<file path="src/rtl/sar_seq_pkg.sv">
package sar_seq_pkg;
  typedef enum logic [2:0] {
    PH_IDLE,
    PH_INIT,
    PH_XFER,
    PH_FINAL,
    PH_RESOLVE,
    PH_EOC
  } phase_e;
endpackage

</file>
<file path="src/rtl/sar_seq_timeline.sv">
module sar_seq_timeline
  import sar_seq_pkg::*;
#(
  parameter int NCH      = 8,
  parameter int RBITS    = 10,
  parameter int LBITS    = 8,
  parameter int INIT_CYC = 2,
  parameter int XFER_CYC = 2,
  parameter int FSW      = 2,
  parameter int CNTW     = 5,
  parameter int CHW      = 3,
  parameter int BPW      = 4
) (
  input  logic            clk,
  input  logic            rst_n,
  input  logic            start_i,
  input  logic            res10_i,
  input  logic            eight_ch_i,
  input  logic [FSW-1:0]  fs_sel_i,
  output phase_e          phase_o,
  output logic [CHW-1:0]  chan_o,
  output logic [BPW-1:0]  bpos_o,
  output logic            more_o,
  output logic            sar_load_o,
  output logic            sar_clr_o,
  output logic            step_o,
  output logic            done_o,
  output logic            seq_end_o,
  output logic            res10_q_o
);
  phase_e           ph;
  logic [CNTW-1:0]  cnt;
  logic [CHW-1:0]   ch;
  logic             r10_q, e8_q;
  logic [FSW-1:0]   fs_q;
  logic [CNTW-1:0]  fs_len, nbits;
  logic [CHW-1:0]   last_ch;

  assign fs_len  = CNTW'(2) << fs_q;
  assign nbits   = r10_q ? CNTW'(RBITS) : CNTW'(LBITS);
  assign last_ch = e8_q ? CHW'(NCH - 1) : CHW'(NCH / 2 - 1);

  always_ff @(posedge clk) begin
    if (!rst_n) begin
      ph <= PH_IDLE; cnt <= '0; ch <= '0;
      r10_q <= 1'b1; e8_q <= 1'b1; fs_q <= '0;
    end else if (start_i) begin
      ph <= PH_INIT; cnt <= '0; ch <= '0;
      r10_q <= res10_i; e8_q <= eight_ch_i; fs_q <= fs_sel_i;
    end else begin
      case (ph)
        PH_INIT:
          if (cnt == CNTW'(INIT_CYC - 1)) begin ph <= PH_XFER; cnt <= '0; end
          else cnt <= cnt + 1'b1;
        PH_XFER:
          if (cnt == CNTW'(XFER_CYC - 1)) begin ph <= PH_FINAL; cnt <= '0; end
          else cnt <= cnt + 1'b1;
        PH_FINAL:
          if (cnt == fs_len - 1'b1) begin ph <= PH_RESOLVE; cnt <= '0; end
          else cnt <= cnt + 1'b1;
        PH_RESOLVE:
          if (cnt == nbits - 1'b1) begin ph <= PH_EOC; cnt <= '0; end
          else cnt <= cnt + 1'b1;
        PH_EOC:
          if (ch == last_ch) ph <= PH_IDLE;
          else begin ch <= ch + 1'b1; ph <= PH_INIT; end
        default: ph <= PH_IDLE;
      endcase
    end
  end

  assign phase_o    = ph;
  assign chan_o     = ch;
  assign res10_q_o  = r10_q;
  assign bpos_o     = BPW'(RBITS - 1) - cnt[BPW-1:0];
  assign more_o     = (cnt != nbits - 1'b1);
  assign sar_load_o = !start_i && (ph == PH_FINAL) && (cnt == fs_len - 1'b1);
  assign step_o     = !start_i && (ph == PH_RESOLVE);
  assign done_o     = !start_i && (ph == PH_EOC);
  assign seq_end_o  = done_o && (ch == last_ch);
  assign sar_clr_o  = start_i || ((ph == PH_EOC) && (ch != last_ch));
endmodule

</file>
<file path="src/rtl/sar_seq_bitreg.sv">
module sar_seq_bitreg #(
  parameter int RBITS = 10,
  parameter int BPW   = 4
) (
  input  logic             clk,
  input  logic             rst_n,
  input  logic             clr_i,
  input  logic             load_i,
  input  logic             step_i,
  input  logic [BPW-1:0]   bpos_i,
  input  logic             more_i,
  input  logic             cmp_i,
  output logic [RBITS-1:0] sar_o
);
  logic [RBITS-1:0] sar, sar_n;

  always_comb begin
    sar_n = sar;
    if (clr_i) sar_n = '0;
    else if (load_i) begin
      sar_n = '0;
      sar_n[RBITS-1] = 1'b1;
    end else if (step_i) begin
      sar_n[bpos_i] = cmp_i;
      if (more_i && bpos_i != '0) sar_n[bpos_i - 1'b1] = 1'b1;
    end
  end

  always_ff @(posedge clk) begin
    if (!rst_n) sar <= '0;
    else        sar <= sar_n;
  end

  assign sar_o = sar;
endmodule

</file>
<file path="src/rtl/sar_seq_resbank.sv">
module sar_seq_resbank #(
  parameter int NCH   = 8,
  parameter int RBITS = 10,
  parameter int CHW   = 3
) (
  input  logic                 clk,
  input  logic                 rst_n,
  input  logic                 start_i,
  input  logic                 wr_i,
  input  logic [CHW-1:0]       wch_i,
  input  logic [RBITS-1:0]     wdata_i,
  input  logic                 seq_end_i,
  input  logic [NCH-1:0]       ccf_clr_i,
  input  logic                 scf_clr_i,
  output logic [NCH*RBITS-1:0] result_o,
  output logic [NCH-1:0]       ccf_o,
  output logic                 scf_o
);
  for (genvar k = 0; k < NCH; k++) begin : g_chan
    logic hit;
    assign hit = wr_i && (wch_i == CHW'(k));

    always_ff @(posedge clk) begin
      if (!rst_n)   result_o[k*RBITS +: RBITS] <= '0;
      else if (hit) result_o[k*RBITS +: RBITS] <= wdata_i;
    end

    always_ff @(posedge clk) begin
      if (!rst_n)            ccf_o[k] <= 1'b0;
      else if (start_i)      ccf_o[k] <= 1'b0;
      else if (hit)          ccf_o[k] <= 1'b1;
      else if (ccf_clr_i[k]) ccf_o[k] <= 1'b0;
    end
  end

  always_ff @(posedge clk) begin
    if (!rst_n)         scf_o <= 1'b0;
    else if (start_i)   scf_o <= 1'b0;
    else if (seq_end_i) scf_o <= 1'b1;
    else if (scf_clr_i) scf_o <= 1'b0;
  end
endmodule

</file>
<file path="src/rtl/sar_seq_ctrl.sv">
module sar_seq_ctrl
  import sar_seq_pkg::*;
#(
  parameter int NCH      = 8,
  parameter int RBITS    = 10,
  parameter int LBITS    = 8,
  parameter int INIT_CYC = 2,
  parameter int XFER_CYC = 2,
  parameter int FSW      = 2
) (
  input  logic                 clk,
  input  logic                 rst_n,
  input  logic                 start_i,
  input  logic                 res10_i,
  input  logic                 eight_ch_i,
  input  logic [FSW-1:0]       fs_sel_i,
  input  logic                 cmp_i,
  input  logic [NCH-1:0]       ccf_clr_i,
  input  logic                 scf_clr_i,
  output logic [RBITS-1:0]     trial_o,
  output logic                 busy_o,
  output logic [$clog2(NCH)-1:0] chan_o,
  output logic [NCH-1:0]       ccf_o,
  output logic                 scf_o,
  output logic [NCH*RBITS-1:0] result_o
);
  localparam int CHW   = $clog2(NCH);
  localparam int BPW   = $clog2(RBITS);
  localparam int MAXFS = 2 << ((1 << FSW) - 1);
  localparam int CNTW  = $clog2((MAXFS > RBITS ? MAXFS : RBITS) + 1);

  phase_e           phase;
  logic [BPW-1:0]   bpos;
  logic             more, sar_load, sar_clr, step, done, seq_end, res10_q;

  sar_seq_timeline #(
    .NCH(NCH), .RBITS(RBITS), .LBITS(LBITS), .INIT_CYC(INIT_CYC),
    .XFER_CYC(XFER_CYC), .FSW(FSW), .CNTW(CNTW), .CHW(CHW), .BPW(BPW)
  ) u_tl (
    .clk(clk), .rst_n(rst_n), .start_i(start_i), .res10_i(res10_i),
    .eight_ch_i(eight_ch_i), .fs_sel_i(fs_sel_i), .phase_o(phase),
    .chan_o(chan_o), .bpos_o(bpos), .more_o(more), .sar_load_o(sar_load),
    .sar_clr_o(sar_clr), .step_o(step), .done_o(done), .seq_end_o(seq_end),
    .res10_q_o(res10_q)
  );

  sar_seq_bitreg #(.RBITS(RBITS), .BPW(BPW)) u_sar (
    .clk(clk), .rst_n(rst_n), .clr_i(sar_clr), .load_i(sar_load),
    .step_i(step), .bpos_i(bpos), .more_i(more), .cmp_i(cmp_i),
    .sar_o(trial_o)
  );

  sar_seq_resbank #(.NCH(NCH), .RBITS(RBITS), .CHW(CHW)) u_bank (
    .clk(clk), .rst_n(rst_n), .start_i(start_i), .wr_i(done),
    .wch_i(chan_o), .wdata_i(trial_o), .seq_end_i(seq_end),
    .ccf_clr_i(ccf_clr_i), .scf_clr_i(scf_clr_i), .result_o(result_o),
    .ccf_o(ccf_o), .scf_o(scf_o)
  );

  assign busy_o = (phase != PH_IDLE);
endmodule

</file>
<file path="config.mk">
export PLATFORM = sky130hd
export DESIGN_NAME = sar_seq_ctrl
export DESIGN_NICKNAME = d
export VERILOG_FILES = /design/src/rtl/sar_seq_pkg.sv /design/src/rtl/sar_seq_timeline.sv /design/src/rtl/sar_seq_bitreg.sv /design/src/rtl/sar_seq_resbank.sv /design/src/rtl/sar_seq_ctrl.sv
export SDC_FILE = /design/constraint.sdc
export NUM_CORES = 1
export LEC_CHECK = 0
export CAP_MARGIN = 10
export CORE_UTILIZATION = 40
export CTS_CLUSTER_SIZE = 8
export DETAILED_ROUTE_END_ITERATION = 10
export PLACE_DENSITY = 0.73
export SLEW_MARGIN = 20
export SYNTH_ARGS = -nofsm -noshare
export SYNTH_HDL_FRONTEND = slang
export SYNTH_SLANG_ARGS = --single-unit
</file>
<file path="constraint.sdc">
create_clock -name clk -period 3 [get_ports clk]
set_input_delay 0.45 -clock clk [delete_from_list [all_inputs] [get_ports clk]]
set_output_delay 0.45 -clock clk [all_outputs]
set_load 0.01 [all_outputs]
</file>
Yosys cells after proc, flatten, opt, wreduce, memory -nomap -nowiden

Index checks and enable logic that the tools add are counted.

Bits of input ports: 17
Logic and storage cells: 145
Bits in registers: 114
Output and inout port bits: 103

Shifts and indexed selects: 1
Reductions and logical operators: 40
Mux-type cells: 39
Bitwise operators: 3
Add/sub/neg operators: 6
Order comparisons: 4
Eq/ne operators: 26

Operators with widths:

| operator                                                                      | count |
|---|---|
| 10-bit 2-to-1 mux                                                             | 3 |
| 1-bit 2-to-1 mux                                                              | 22 |
| 2-bit nonzero test                                                            | 10 |
| 3-bit == test (second input constant)                                         | 6 |
| 1-bit logical AND                                                             | 17 |
| 3-bit 2-to-1 mux                                                              | 5 |
| 5-bit 2-to-1 mux                                                              | 3 |
| 3-bit case mux with 5 select lines                                            | 1 |
| 5-bit case mux with 3 select lines                                            | 1 |
| 3-bit by 2-bit == test with 1-bit output (second input constant)              | 4 |
| 3-bit by 2-bit inequality test with 1-bit output (second input constant)      | 4 |
| 10-bit bitwise mux                                                            | 1 |
| 5-bit == test                                                                 | 2 |
| 4-bit by 5-bit less-than comparator with 1-bit output (second input constant) | 2 |
| 10-bit bitwise OR                                                             | 1 |
| 5-bit by 1-bit subtractor with 5-bit output (second input constant)           | 2 |
| 1-bit demux with 4-bit select                                                 | 2 |
| 4-bit by 1-bit >= comparator with 1-bit output (second input constant)        | 2 |
| 2-bit by 1-bit inequality test with 1-bit output (second input constant)      | 4 |
| 4-bit AND reduction                                                           | 2 |
| 3-bit by 1-bit == test with 1-bit output (second input constant)              | 2 |
| 3-bit nonzero test                                                            | 2 |
| 2-bit OR reduction                                                            | 3 |
| 5-bit by 1-bit adder with 5-bit output (second input constant)                | 1 |
| other kinds (16)                                                              | 17 |

Longest topological paths before layout

Depth after elaboration: 10
Mapped depth: 8
Gate-level depth less buffers: 7

Hierarchy

A second synthesis with hierarchy kept.

Cell total of the unflattened synthesis: 503
Area, all modules: 4830.9 µm²

By module, submodules not included:

| module           | instances | area an instance (µm²) | cells an instance | seq. area each (µm²) |
|---|---|---|---|---|
| sar_seq_resbank  | 1         | 3200.6                 | 306               | 1781.7 |
| sar_seq_timeline | 1         | 1063.5                 | 129               | 300.3 |
| sar_seq_bitreg   | 1         | 560.5                  | 67                | 200.2 |
| sar_seq_ctrl     | 1         | 6.3                    | 1                 | 0.0 |

Worst setup path before layout

No wires, ideal clock.

Kind: reg2reg
Start: register u_tl.cnt[1]
End: register u_sar.sar[4], in the netlist u_sar.sar_o[4]
Required time: 2.928 ns
Path buffers: 0
Setup time: 0.072 ns
Cell stages (with the launch flop): 8
Slack: 0.726 ns
Arrival time: 2.202 ns
Path through: dfxtp_1 -> inv_1 -> ha_1 -> nand2b_1 -> or3b_2 -> a211oi_1 -> nand3_1 -> a21oi_1

Word-level cells in the longest chain between the ends: 8
Elaborated cells between the ends (all ways): 21
Classes of those cells: add/sub (2); order compare (4); eq/ne (2); mux (6); bitwise (1); reduce/logical (6)

Ends and longest elaborated chain:

| what                                                                                                      | line                                       | text |
|---|---|---|
| start, declared                                                                                           | sar_seq_timeline.sv:32                     | `logic [CNTW-1:0] cnt;` |
| start signal, assigned                                                                                    | sar_seq_timeline.sv:54                     | `else cnt <= cnt + 1'b1;` |
| start signal, assigned                                                                                    | sar_seq_timeline.sv:57                     | `else cnt <= cnt + 1'b1;` |
| start signal, assigned                                                                                    | sar_seq_timeline.sv:60                     | `else cnt <= cnt + 1'b1;` |
| 4-bit subtractor                                                                                          | sar_seq_timeline.sv:75                     | `assign bpos_o = BPW'(RBITS - 1) - cnt[BPW-1:0];` |
| 4-bit by 1-bit subtractor with 4-bit output, or another cell as far along                                 | sar_seq_bitreg.sv:25                       | `if (more_i && bpos_i != '0) sar_n[bpos_i - 1'b1] = 1'b1;` |
| 4-bit by 5-bit less-than comparator with 1-bit output (not written as such), or another cell as far along | sar_seq_bitreg.sv:25                       |  |
| 1-bit logical AND (not written as such) / 1-bit 2-to-1 mux (equally long branches)                        | sar_seq_bitreg.sv:25, sar_seq_bitreg.sv:24 |  |
| 1-bit 2-to-1 mux (not written as such) / 1-bit demux with 4-bit select (equally long branches)            | -                                          |  |
| 1-bit demux with 4-bit select / 10-bit bitwise mux (equally long branches)                                | -                                          |  |
| 10-bit bitwise OR (no line)                                                                               | -                                          |  |
| 10-bit 2-to-1 mux                                                                                         | sar_seq_bitreg.sv:25                       |  |
| end signal, assigned                                                                                      | sar_seq_bitreg.sv:31                       | `else sar <= sar_n;` |
| end, declared                                                                                             | sar_seq_bitreg.sv:15                       | `logic [RBITS-1:0] sar, sar_n;` |

Parallel ways exist; a longest one is shown, timed or not.
A chain may end at the register's enable or synchronous reset.

Worst setup path after layout

Ends and elaborated chain as after synthesis.

==> flow_summary_export.csv <==
group,metric,value,unit
power_and_ir_drop,p_sw,0.8201,mW
clocking,clk_latency,0.41,ns
synth,synth_common_cells,"dfxtp_1, nand2_1, a21oi_1",
run,drv_cap,0,
timing,setup-tns-final,0,ns
synth,synth_ff_type,"dfxtp_1",
worst_setup_path,worstPathRequired,3.33,ns
global_route,overflow,0,
power_and_ir_drop,p_int,2.761,mW
clocking,tritoncts,"built",
global_route,grt_pass1_wl,22500,µm
worst_setup_path,path_max_fanout,9,
clocking,cts_sinks,114,
timing,skew,0.008495,ns
outcome,violations,"design-rule violations",
power_and_ir_drop,powerDensity,536.9,nW/µm²
timing,fin_crit_sh,0.8911,
outcome,status,"finished, violations left",
cells_and_area,antennaDiodeCount,0,
die,die_x,111.9,µm
synth,netlist.area_leader.share,0.4725,
clocking,cts_buffers,17,
power_and_ir_drop,combPwrFrac,0.030,
die,initial_core_util,0.4159,
clocking,cts_buffer_depth,2,
global_route,antenna_found_initial,0,
detailed_routing,vias,4630,
detailed_routing,via_per_inst,5.479,
synth,synth_seq_cells,114,
synth,synth_edf_count,0,
placement,place_congestion,0.8401,
cells_and_area,postLayoutCellArea,6670,µm²
cells_and_area,nNetsFinal,720,
synth,synth_nets,625,
clocking,hold_buffers,0,
die,die-area,12520,µm²
die,core-area,11610,µm²
power_and_ir_drop,ir_drop,276.7,µV
timing,timing.final.ws_setup,0.3268,ns
clocking,htreeDepth,4,
detailed_routing,antenna_left,0,
synth,post-synth-top-count-cell,"dfxtp_1",
power_and_ir_drop,clkPwrFrac,0.544,
placement,placed_area,6090,µm²
clocking,clk_pin_slew,0.05,ns
synth,synth_top_area_cell,"dfxtp_1",
timing,finalHoldViolCount,0,
worst_hold_path,hp-class,"flop to flop",
clocking,post_cts_buffers,0,
timing,setup_viol,0,
timing,rsz0062_at_grt,"false",
worst_setup_path,crit_type,"flop to flop",
timing,slew_viol_final,0,
worst_setup_path,critPathMaxStageDelay,0.49,ns
worst_setup_path,cp-start-kind,"flop",
die,die_h,111.9,µm
cells_and_area,area_growth,38.11,%
cells_and_area,post-route-util,0.5743,
detailed_routing,wl_per_cell,16.78,µm
synth,mappedNetlistArea,4830,µm²
timing,slew_headroom,0.4651,
timing,period_needed,2.673,ns
worst_setup_path,cpMaxStageDelayCell,"ha_1",
global_route,grt_pass1_vias,4433,
power_and_ir_drop,p_seq_frac,0.427,
clocking,cts_root_buffer,"clkbuf_16",
timing,tightest_slew,0.7950,ns
die,ios,120,
power_and_ir_drop,switching_share,0.2290,
synth,synth_cell_types,43,
synth,synth_warnings,0,
worst_setup_path,path_delay_family,"simple AND/OR/NAND/NOR gates",
global_route,grt_util_all_layers,0.2306,
placement,pre_cts_ws,0.3104,ns
timing,clock.fmax,374.1,MHz
detailed_routing,drc_errors,8,
clocking,cts-resized-gates,0,
synth,postSynthCellCount,594,
worst_setup_path,path_cells,"inv_1, ha_1, nand2b_1, or3b_2, a211oi_1, nand3_1, a21oi_1",
power_and_ir_drop,leakagePower,2.235,nW
detailed_routing,drt_iter0_markers,404,
placement,portBuffers,119,
die,rows,39,
synth,avgSynthCellArea,8.131,µm²
worst_setup_path,end_kind,"flop",
detailed_routing,drt-total-wl,14180,µm
synth,synth_area_leaders,"dfxtp_1, a21oi_1, nand3_1",
detailed_routing,dr.pass1.iters,7,
timing,hold_ws,0.4545,ns
synth,synth-async-reset-ratio,0,
worst_setup_path,path_buf_inv,1,
worst_setup_path,crit_arrival,3.00,ns
synth,yosysSeqAreaShare,0.4725,
placement,dp_hpwl,9352,µm
global_route,grt_max_degree,44,
cells_and_area,drive_gt1_frac,0.07550,
==> metal layers <==
layer  GRT usage  routed length, µm  part of all wire  vias to the layer above
met5           0                  0                 0                        -
met3     0.06260               1019             0.072                       28
met2      0.3615               6602              0.47                      213
met1      0.2956               6193              0.44                     2175
li1            -                  -                 -                     2214
met4      0.1045                361             0.025                        0
==> worst register-to-register path: cells and delay by family, from the launching register on <==
| family | cells | cell delay, ns |
|---|---|---|
| flip-flops | 1 | 0.47 |
| buffers and inverters | 1 | 0.19 |
| AO/OA/AOI/OAI | 2 | 0.61 |
| adder cells (fa/ha/maj) | 1 | 0.49 |
| AND/OR/NAND/NOR | 3 | 0.85 |
==> cell families (layout without fill, tap and decap cells) <==
logic type,count (synthesis),after routing,synth area share
simple gates,254,254,0.2479
fa+ha+maj,15,15,0.03834
mux,15,15,0.03135
xor+xnor,13,13,0.02358
buf+inv,65,173,0.05311
compound gates,118,118,0.1332
flops,114,114,0.4725
==> area by class of cell <==
cell class | count | area [µm²]
clock buffer | 19 | 452.9
clock inverter | 13 | 127.6
fill | 998 | 4943
inverter | 11 | 41.29
multi-input combinational | 415 | 2301
sequential | 114 | 2282
tap | 143 | 178.9
timing repair buffer | 130 | 1286
==> layout by cell type, fill, tap and decap left out, drive strengths merged, types with 2 or more instances in the layout <==
cell,netlist,routed
nor3,11,11
nand2,110,110
mux2i,14,14
or3,2,2
a211oi,3,3
inv,11,14
clkinv,0,6
a21oi,105,105
buf,4,11
xnor2,8,8
nand2b,11,11
nor4b,2,2
clkbuf,50,19
dfxtp,114,114
nor4,5,5
nor2,17,17
ha,14,14
xor2,5,5
clkdlybuf4s50,0,119
or4b,2,2
clkinvlp,0,3
nand3b,3,3
nand3,85,85
==> final timing paths <==
check / end / startpoint / slack, ns / cells after the start
worst max-delay path: u_sar.sar_o[4] / u_tl.cnt[1] / 0.33 / 7
worst min-delay path: u_bank.result_o[11] / u_bank.result_o[11] / 0.45 / 2
worst max register to register: u_sar.sar_o[4] / u_tl.cnt[1] / 0.33 / 7
worst min register to register: u_bank.result_o[11] / u_bank.result_o[11] / 0.45 / 2
==> registers in the layout, indices dropped and copies added, names as in the netlist <==
signal           flops
u_tl.fs_q            2
u_bank.scf_o         1
u_tl.phase_o         3
u_tl.chan_o          3
u_tl.e8_q            1
u_tl.res10_q_o       1
u_bank.result_o     80
u_tl.cnt             5
u_bank.ccf_o         8
u_sar.sar_o         10
==> power by group through the flow <==
stage / sequential (mW) / clock (mW) / combinational (mW)
after floorplan: 1.56 / 0 / 0.0650
after global placement: 1.56 / 0 / 0.103
after detailed placement: 1.56 / 0 / 0.105
after CTS: 1.53 / 1.97 / 0.106
after global routing: 1.53 / 2.06 / 0.114
final: 1.53 / 1.95 / 0.106
==> through the flow <==
| step | power (mW) | instances |
|---|---|---|
| 2_1_floorplan | 1.621 | 594 |
| 3_3_place_gp | 1.664 | 813 |
| 3_5_place_dp | 1.667 | 813 |
| 4_1_cts | 3.603 | 845 |
| 5_1_grt | 3.700 | 845 |
| 6_report | 3.581 | 845 |
No activity file was read; power rests on OpenSTA's default activity.
